## src/rtl/ulpi_seq_pkg.sv

```systemverilog
package ulpi_seq_pkg;

  typedef enum logic [3:0] {
    ST_WAIT_PHY,
    ST_IDLE_DRIVE,
    ST_WRITE_CMD,
    ST_WRITE_DATA,
    ST_STOP,
    ST_WAIT_RST_HI,
    ST_WAIT_RST_LO,
    ST_WAIT_RXCMD,
    ST_READY
  } seq_state_e;

  localparam int unsigned BUS_W = 8;
  localparam logic [1:0]  TXCMD_REG_WRITE = 2'b10;

  function automatic logic [BUS_W-1:0] reg_write_cmd(input logic [5:0] addr);
    return {TXCMD_REG_WRITE, addr};
  endfunction

  function automatic logic [BUS_W-1:0] one_hot_byte(input int unsigned pos);
    logic [BUS_W-1:0] v;
    v = '0;
    v[pos] = 1'b1;
    return v;
  endfunction

  function automatic logic is_dir_wait(input seq_state_e s);
    return (s == ST_WAIT_PHY) || (s == ST_WAIT_RST_HI) ||
           (s == ST_WAIT_RST_LO) || (s == ST_WAIT_RXCMD);
  endfunction

endpackage

```

## src/rtl/ulpi_dir_track.sv

```systemverilog
module ulpi_dir_track (
  input  logic clk,
  input  logic rst_n,
  input  logic dir,
  output logic turn
);
  logic dir_q;

  // PHY holds the bus at power-up, so the tracked value starts high
  always_ff @(posedge clk or negedge rst_n) begin
    if (!rst_n) dir_q <= 1'b1;
    else        dir_q <= dir;
  end

  assign turn = dir ^ dir_q;
endmodule

```

## src/rtl/ulpi_startup_fsm.sv

```systemverilog
module ulpi_startup_fsm
  import ulpi_seq_pkg::*;
(
  input  logic       clk,
  input  logic       rst_n,
  input  logic       dir,
  input  logic       nxt,
  input  logic       turn,
  input  logic [3:0] status_in,
  output seq_state_e state,
  output logic       state_change,
  output logic [1:0] line_state,
  output logic [1:0] vbus_state
);
  seq_state_e state_q, state_d;
  logic       cap_en;
  logic [1:0] line_q, vbus_q;

  always_comb begin
    state_d = state_q;
    cap_en  = 1'b0;
    unique case (state_q)
      ST_WAIT_PHY:    if (!dir && !turn) state_d = ST_IDLE_DRIVE;
      ST_IDLE_DRIVE:  if (!dir && !turn) state_d = ST_WRITE_CMD;
      ST_WRITE_CMD: begin
        if (dir)      state_d = ST_IDLE_DRIVE;
        else if (nxt) state_d = ST_WRITE_DATA;
      end
      ST_WRITE_DATA: begin
        if (dir)      state_d = ST_IDLE_DRIVE;
        else if (nxt) state_d = ST_STOP;
      end
      ST_STOP:        state_d = ST_WAIT_RST_HI;
      ST_WAIT_RST_HI: if (dir)  state_d = ST_WAIT_RST_LO;
      ST_WAIT_RST_LO: if (!dir) state_d = ST_WAIT_RXCMD;
      ST_WAIT_RXCMD: begin
        if (dir && !turn && !nxt) begin
          cap_en  = 1'b1;
          state_d = ST_READY;
        end
      end
      ST_READY:       state_d = ST_READY;
      default:        state_d = ST_WAIT_PHY;
    endcase
  end

  always_ff @(posedge clk or negedge rst_n) begin
    if (!rst_n) state_q <= ST_WAIT_PHY;
    else        state_q <= state_d;
  end

  always_ff @(posedge clk or negedge rst_n) begin
    if (!rst_n) begin
      line_q <= 2'b00;
      vbus_q <= 2'b00;
    end else if (cap_en) begin
      line_q <= status_in[1:0];
      vbus_q <= status_in[3:2];
    end
  end

  assign state        = state_q;
  assign state_change = (state_d != state_q);
  assign line_state   = line_q;
  assign vbus_state   = vbus_q;
endmodule

```

## src/rtl/ulpi_tx_drive.sv

```systemverilog
module ulpi_tx_drive
  import ulpi_seq_pkg::*;
#(
  parameter logic [5:0]  FUNC_ADDR     = 6'h04,
  parameter int unsigned RESET_BIT_POS = 5
) (
  input  seq_state_e       state,
  output logic [BUS_W-1:0] data_out,
  output logic             stp
);
  localparam logic [BUS_W-1:0] CMD_BYTE  = reg_write_cmd(FUNC_ADDR);
  localparam logic [BUS_W-1:0] DATA_BYTE = one_hot_byte(RESET_BIT_POS);

  always_comb begin
    data_out = '0;
    stp      = 1'b0;
    case (state)
      ST_WRITE_CMD:  data_out = CMD_BYTE;
      ST_WRITE_DATA: data_out = DATA_BYTE;
      ST_STOP:       stp      = 1'b1;
      default:       data_out = '0;
    endcase
  end
endmodule

```

## src/rtl/ulpi_wait_timer.sv

```systemverilog
module ulpi_wait_timer #(
  parameter int unsigned LIMIT = 4096
) (
  input  logic clk,
  input  logic rst_n,
  input  logic run,
  input  logic clear,
  output logic expired
);
  localparam int unsigned CW = $clog2(LIMIT + 1);
  localparam logic [CW-1:0] TOP = CW'(LIMIT);

  logic [CW-1:0] cnt_q, cnt_d;
  logic          cnt_en;
  logic          err_q;

  assign cnt_en = clear || (run && (cnt_q != TOP));
  assign cnt_d  = clear ? '0 : cnt_q + 1'b1;

  always_ff @(posedge clk or negedge rst_n) begin
    if (!rst_n)      cnt_q <= '0;
    else if (cnt_en) cnt_q <= cnt_d;
  end

  always_ff @(posedge clk or negedge rst_n) begin
    if (!rst_n)              err_q <= 1'b0;
    else if (cnt_q == TOP)   err_q <= 1'b1;
  end

  assign expired = err_q;
endmodule

```

## src/rtl/ulpi_startup_seq.sv

```systemverilog
module ulpi_startup_seq
  import ulpi_seq_pkg::*;
#(
  parameter int unsigned TIMEOUT_CYCLES = 4096,
  parameter logic [5:0]  FUNC_ADDR      = 6'h04,
  parameter int unsigned RESET_BIT_POS  = 5
) (
  input  logic       clk,
  input  logic       rst_n,
  input  logic       phy_dir,
  input  logic       phy_nxt,
  input  logic [7:0] phy_data_in,
  output logic [7:0] link_data_out,
  output logic       link_data_oe,
  output logic       link_stp,
  output logic       ready,
  output logic [1:0] line_state,
  output logic [1:0] vbus_state,
  output logic       timeout_err
);
  logic [1:0] rst_sync_q;
  logic       rst_core_n;
  logic       turn;
  logic       state_change;
  seq_state_e state;

  // asynchronous assert, synchronous release
  always_ff @(posedge clk or negedge rst_n) begin
    if (!rst_n) rst_sync_q <= 2'b00;
    else        rst_sync_q <= {rst_sync_q[0], 1'b1};
  end
  assign rst_core_n = rst_sync_q[1];

  ulpi_dir_track i_dir (
    .clk   (clk),
    .rst_n (rst_core_n),
    .dir   (phy_dir),
    .turn  (turn)
  );

  ulpi_startup_fsm i_fsm (
    .clk          (clk),
    .rst_n        (rst_core_n),
    .dir          (phy_dir),
    .nxt          (phy_nxt),
    .turn         (turn),
    .status_in    (phy_data_in[3:0]),
    .state        (state),
    .state_change (state_change),
    .line_state   (line_state),
    .vbus_state   (vbus_state)
  );

  ulpi_tx_drive #(
    .FUNC_ADDR     (FUNC_ADDR),
    .RESET_BIT_POS (RESET_BIT_POS)
  ) i_tx (
    .state    (state),
    .data_out (link_data_out),
    .stp      (link_stp)
  );

  ulpi_wait_timer #(
    .LIMIT (TIMEOUT_CYCLES)
  ) i_timer (
    .clk     (clk),
    .rst_n   (rst_core_n),
    .run     (is_dir_wait(state)),
    .clear   (state_change),
    .expired (timeout_err)
  );

  assign link_data_oe = ~phy_dir;
  assign ready        = (state == ST_READY);
endmodule

```

## config.mk

```make
export PLATFORM = sky130hd
export DESIGN_NAME = ulpi_startup_seq
export DESIGN_NICKNAME = d
export VERILOG_FILES = /design/src/rtl/ulpi_seq_pkg.sv /design/src/rtl/ulpi_dir_track.sv /design/src/rtl/ulpi_startup_fsm.sv /design/src/rtl/ulpi_tx_drive.sv /design/src/rtl/ulpi_wait_timer.sv /design/src/rtl/ulpi_startup_seq.sv
export SDC_FILE = /design/constraint.sdc
export NUM_CORES = 1
export LEC_CHECK = 0
export ABC_AREA = 0
export BUFFER_PORTS_ARGS = -buffer_cell sky130_fd_sc_hd__buf_4
export CAP_MARGIN = 20
export CORE_AREA = 2 2 56 58
export CTS_CLUSTER_DIAMETER = 100
export DETAILED_ROUTE_END_ITERATION = 10
export DIE_AREA = 0 0 58 60
export PLACE_DENSITY_LB_ADDON = 0.08
export SETUP_SLACK_MARGIN = 0.05
export SYNTH_ARGS = -nofsm -noshare
export SYNTH_HDL_FRONTEND = slang
export SYNTH_SLANG_ARGS = --single-unit
export TNS_END_PERCENT = 100
```

## constraint.sdc

```tcl
create_clock -name clk -period 1.6 [get_ports clk]
set_input_delay 0.32 -clock clk [delete_from_list [all_inputs] [get_ports clk]]
set_output_delay 0.32 -clock clk [all_outputs]
set_load 0.02 [all_outputs]
```

==> metrics.yaml <==
grt_max_degree: 17
hold_ws_ps: 156
yosysWarningCount: 0
ys_seq_elements: 25
cp-end-kind: "output port"
synth_most_common_cell: "dfrtp_1"
stdcell_count: 251
clock_skew_ps: 6.31
clockRootBuffer: "clkbuf_4"
synth_edf_count: 0
place_congestion: 0.814
cts_tree: "built"
first_pass_iters: 5
cp-start-kind: "flop"
io_pins: 28
yosysTopAreaCell: "dfrtp_1"
vias_per_cell: 6.18
synthMuxAreaShare_pct: 3.02
die_x_um: 58
crit_path_frequent_cell: "buf_6"
min_period_ps: 1980
status: "finished with violations"
synth_cells: 157
power.internal_mw: 1.99
drcViolationCount: 0
yosysSeqAreaShare_pct: 42.0
track_usage_pct: 28.3
p_per_area_mw_per_mm2: 1480
postRouteAntennaNets: 0
synth_xor_area_share_pct: 1.76
clkPwrFrac_pct: 8.5
r2r_setup_slack_ps: -380
crit_path_top_delay_cell: "dfrtp_1"
layout.nets: 233
core_region_area_mm2: 0.00290
timing.final.crit_share_pct: 124
violations: "setup timing"
final-max-slew-violation-count: 0
rsz0062_at_grt: "yes"
worst_ep_required_time_ps: 1280
yosys.area_share.simple_pct: 19.0
yosysUniqueCellTypes: 41
fin_ws_ps: -384
yosysTopAreaCellShare_pct: 40.2
grt_first_pass_wirelength_um: 7380
antenna_found_initial: 0
path_clk_slew_ps: 150
clkSinkCount: 25
cp_cell_sequence: "buf_6 > buf_12 > nor3_4 > buf_6 > and2_4 > buf_6"
pwr-share-comb_pct: 68.4
overflow: 0
netlist_area_mm2: 0.00149
ir_drop_mv: 1.63
grt_pass1_vias: 1536
h-tree-depth: 1
timing.fmax_mhz: 504
critical_path_arrival_ps: 1660
area.growth.synth_to_final_pct: 57.8
synth_ff_type: "dfrtp_1"
p_leak_nw: 0.996
cp_max_fo: 10
drv_cap: 0
synthAdderAreaFrac_pct: 1.68
cts_buffers: 3
wl_per_cell_um: 18.9
min_path_type: "reg -> async"
die-area_mm2: 0.00348
start_util_pct: 51.4
drt-initial-drc-count: 119
power_frac_seq_pct: 23.1
hold_viol: 0
die_y_um: 60
ys_top_cells_by_area: "dfrtp_1 40%, a221oi_1 5.9%, o21ai_0 4.7%"
syn-mean-instance-area_um2: 9.51
cpPeakStageDelay_ps: 450
drive_gt1_share_pct: 53.2
power_switching_share_pct: 43.0
synth_common_cells: "24 x dfrtp_1, 14 x o21ai_0, 10 x a221oi_1, 9 x nand3_1, 8 x inv_1"
placedCellCount: 230
crit_type: "reg -> out"
async_flop_share_pct: 100
setup_viol: 19
nFillCells: 172
synth-compound-area-share_pct: 23.6
switching_power_mw: 1.50
fp-row-count: 20
clock_latency_ps: 330
port_buffers: 18
dr_total_vias: 1551
insertedDiodeCount: 0
hpwl_um: 2690
routed_wl_um: 4750
synth_top_family_by_area: "compound AO/OA/AOI/OAI gates"
clockBufferDepth: 2
pre_cts_ws_ps: -362
-- per-layer routing --
| layer | track usage [%] | wire length (µm) | vias up |
|---|---|---|---|
| li1 | - | - | 711 |
| met1 | 36.8 | 1980 | 762 |
| met2 | 47.6 | 2440 | 62 |
| met3 | 4.11 | 213 | 16 |
| met4 | 11.3 | 114 | 0 |
| met5 | 0 | 0 | - |
-- cell type report --
cell class / count / area, µm² / area share [%]
repair buffers: 68 / 614 / 26.1
clock buffers: 3 / 22.5 / 0.956
inverters: 9 / 33.8 / 1.43
flip-flops and latches: 25 / 628 / 26.7
multi-input cells: 112 / 1010 / 42.9
well taps: 33 / 41.3 / 1.75
clock inverters: 1 / 5.00 / 0.213
-- worst paths after layout --
path,end,start,depth (start not counted)
max,ready,i_fsm.state[2],6
min,i_fsm.vbus_state[1],rst_sync_q[1],0
max reg2reg,i_timer.cnt_q[11],i_fsm.state[1],4
min reg2reg,i_fsm.vbus_state[1],rst_sync_q[1],0
max in group asynchronous,i_timer.cnt_q[1],rst_sync_q[1],1
min in group clk,i_dir.dir_q,phy_dir,1
-- power groups by stage --
stage	Combinational, mW	Sequential, mW	Clock (mW)
after floorplan	0.913	0.866	0
after global placement	1.52	0.807	0
after detailed placement	1.56	0.812	0
after CTS	2.17	0.802	0.297
after global routing	2.52	0.821	0.327
final	2.39	0.807	0.299
-- metrics by stage --
stage	power (mW)	util [%]	TNS [ps]	area (µm²)
floorplan	1.78	-	-2190	1570
global placement	2.32	65.5	-2530	1900
detailed placement	2.37	65.5	-3320	1900
CTS	3.27	77.7	-4670	2250
global route	3.67	81.1	-6630	2350
finish	3.50	81.1	-5370	2350
-- logic make-up after synthesis --
group                      after synthesis
DFF                                     25
other                                    2
adders and majority gates                2
muxes                                    4
buffers and inverters                   24
AOI/OAI and AO/OA                       49
xor gates and xnor gates                 3
and+or+nand+nor                         48
-- sequential cells by signal (all words and copies together) (netlist names) --
register	flops
i_dir.dir_q	1
i_timer.expired	1
i_fsm.vbus_state	2
i_timer.cnt_q	13
i_fsm.state	4
i_fsm.line_state	2
rst_sync_q	2
-- repair_timing --
action	CTS	global route
pin swaps	12	5
setup endpoints to repair	23	25
hold endpoints to repair	2	0
buffers inserted	14	2
gates resized for setup	42	18
hold buffers	1	0
-- placed cells by master, fill, tap and decap left out, drive strengths merged, types with 6 or more instances in the layout --
cell type,synthesis,final
dfrtp,24,24
or3,8,8
inv,8,8
o21ai,14,14
buf,11,67
a221oi,12,12
nand2,6,6
nand3,9,9
a21oi,6,6
conb,2,6
-- critical path: cells and delay by family, from the launching register on --
kind	cells	cell delay [ps]
buf+inv	4	530
simple gates	2	360
flops	1	450
Power figures use the tool's default switching activity.
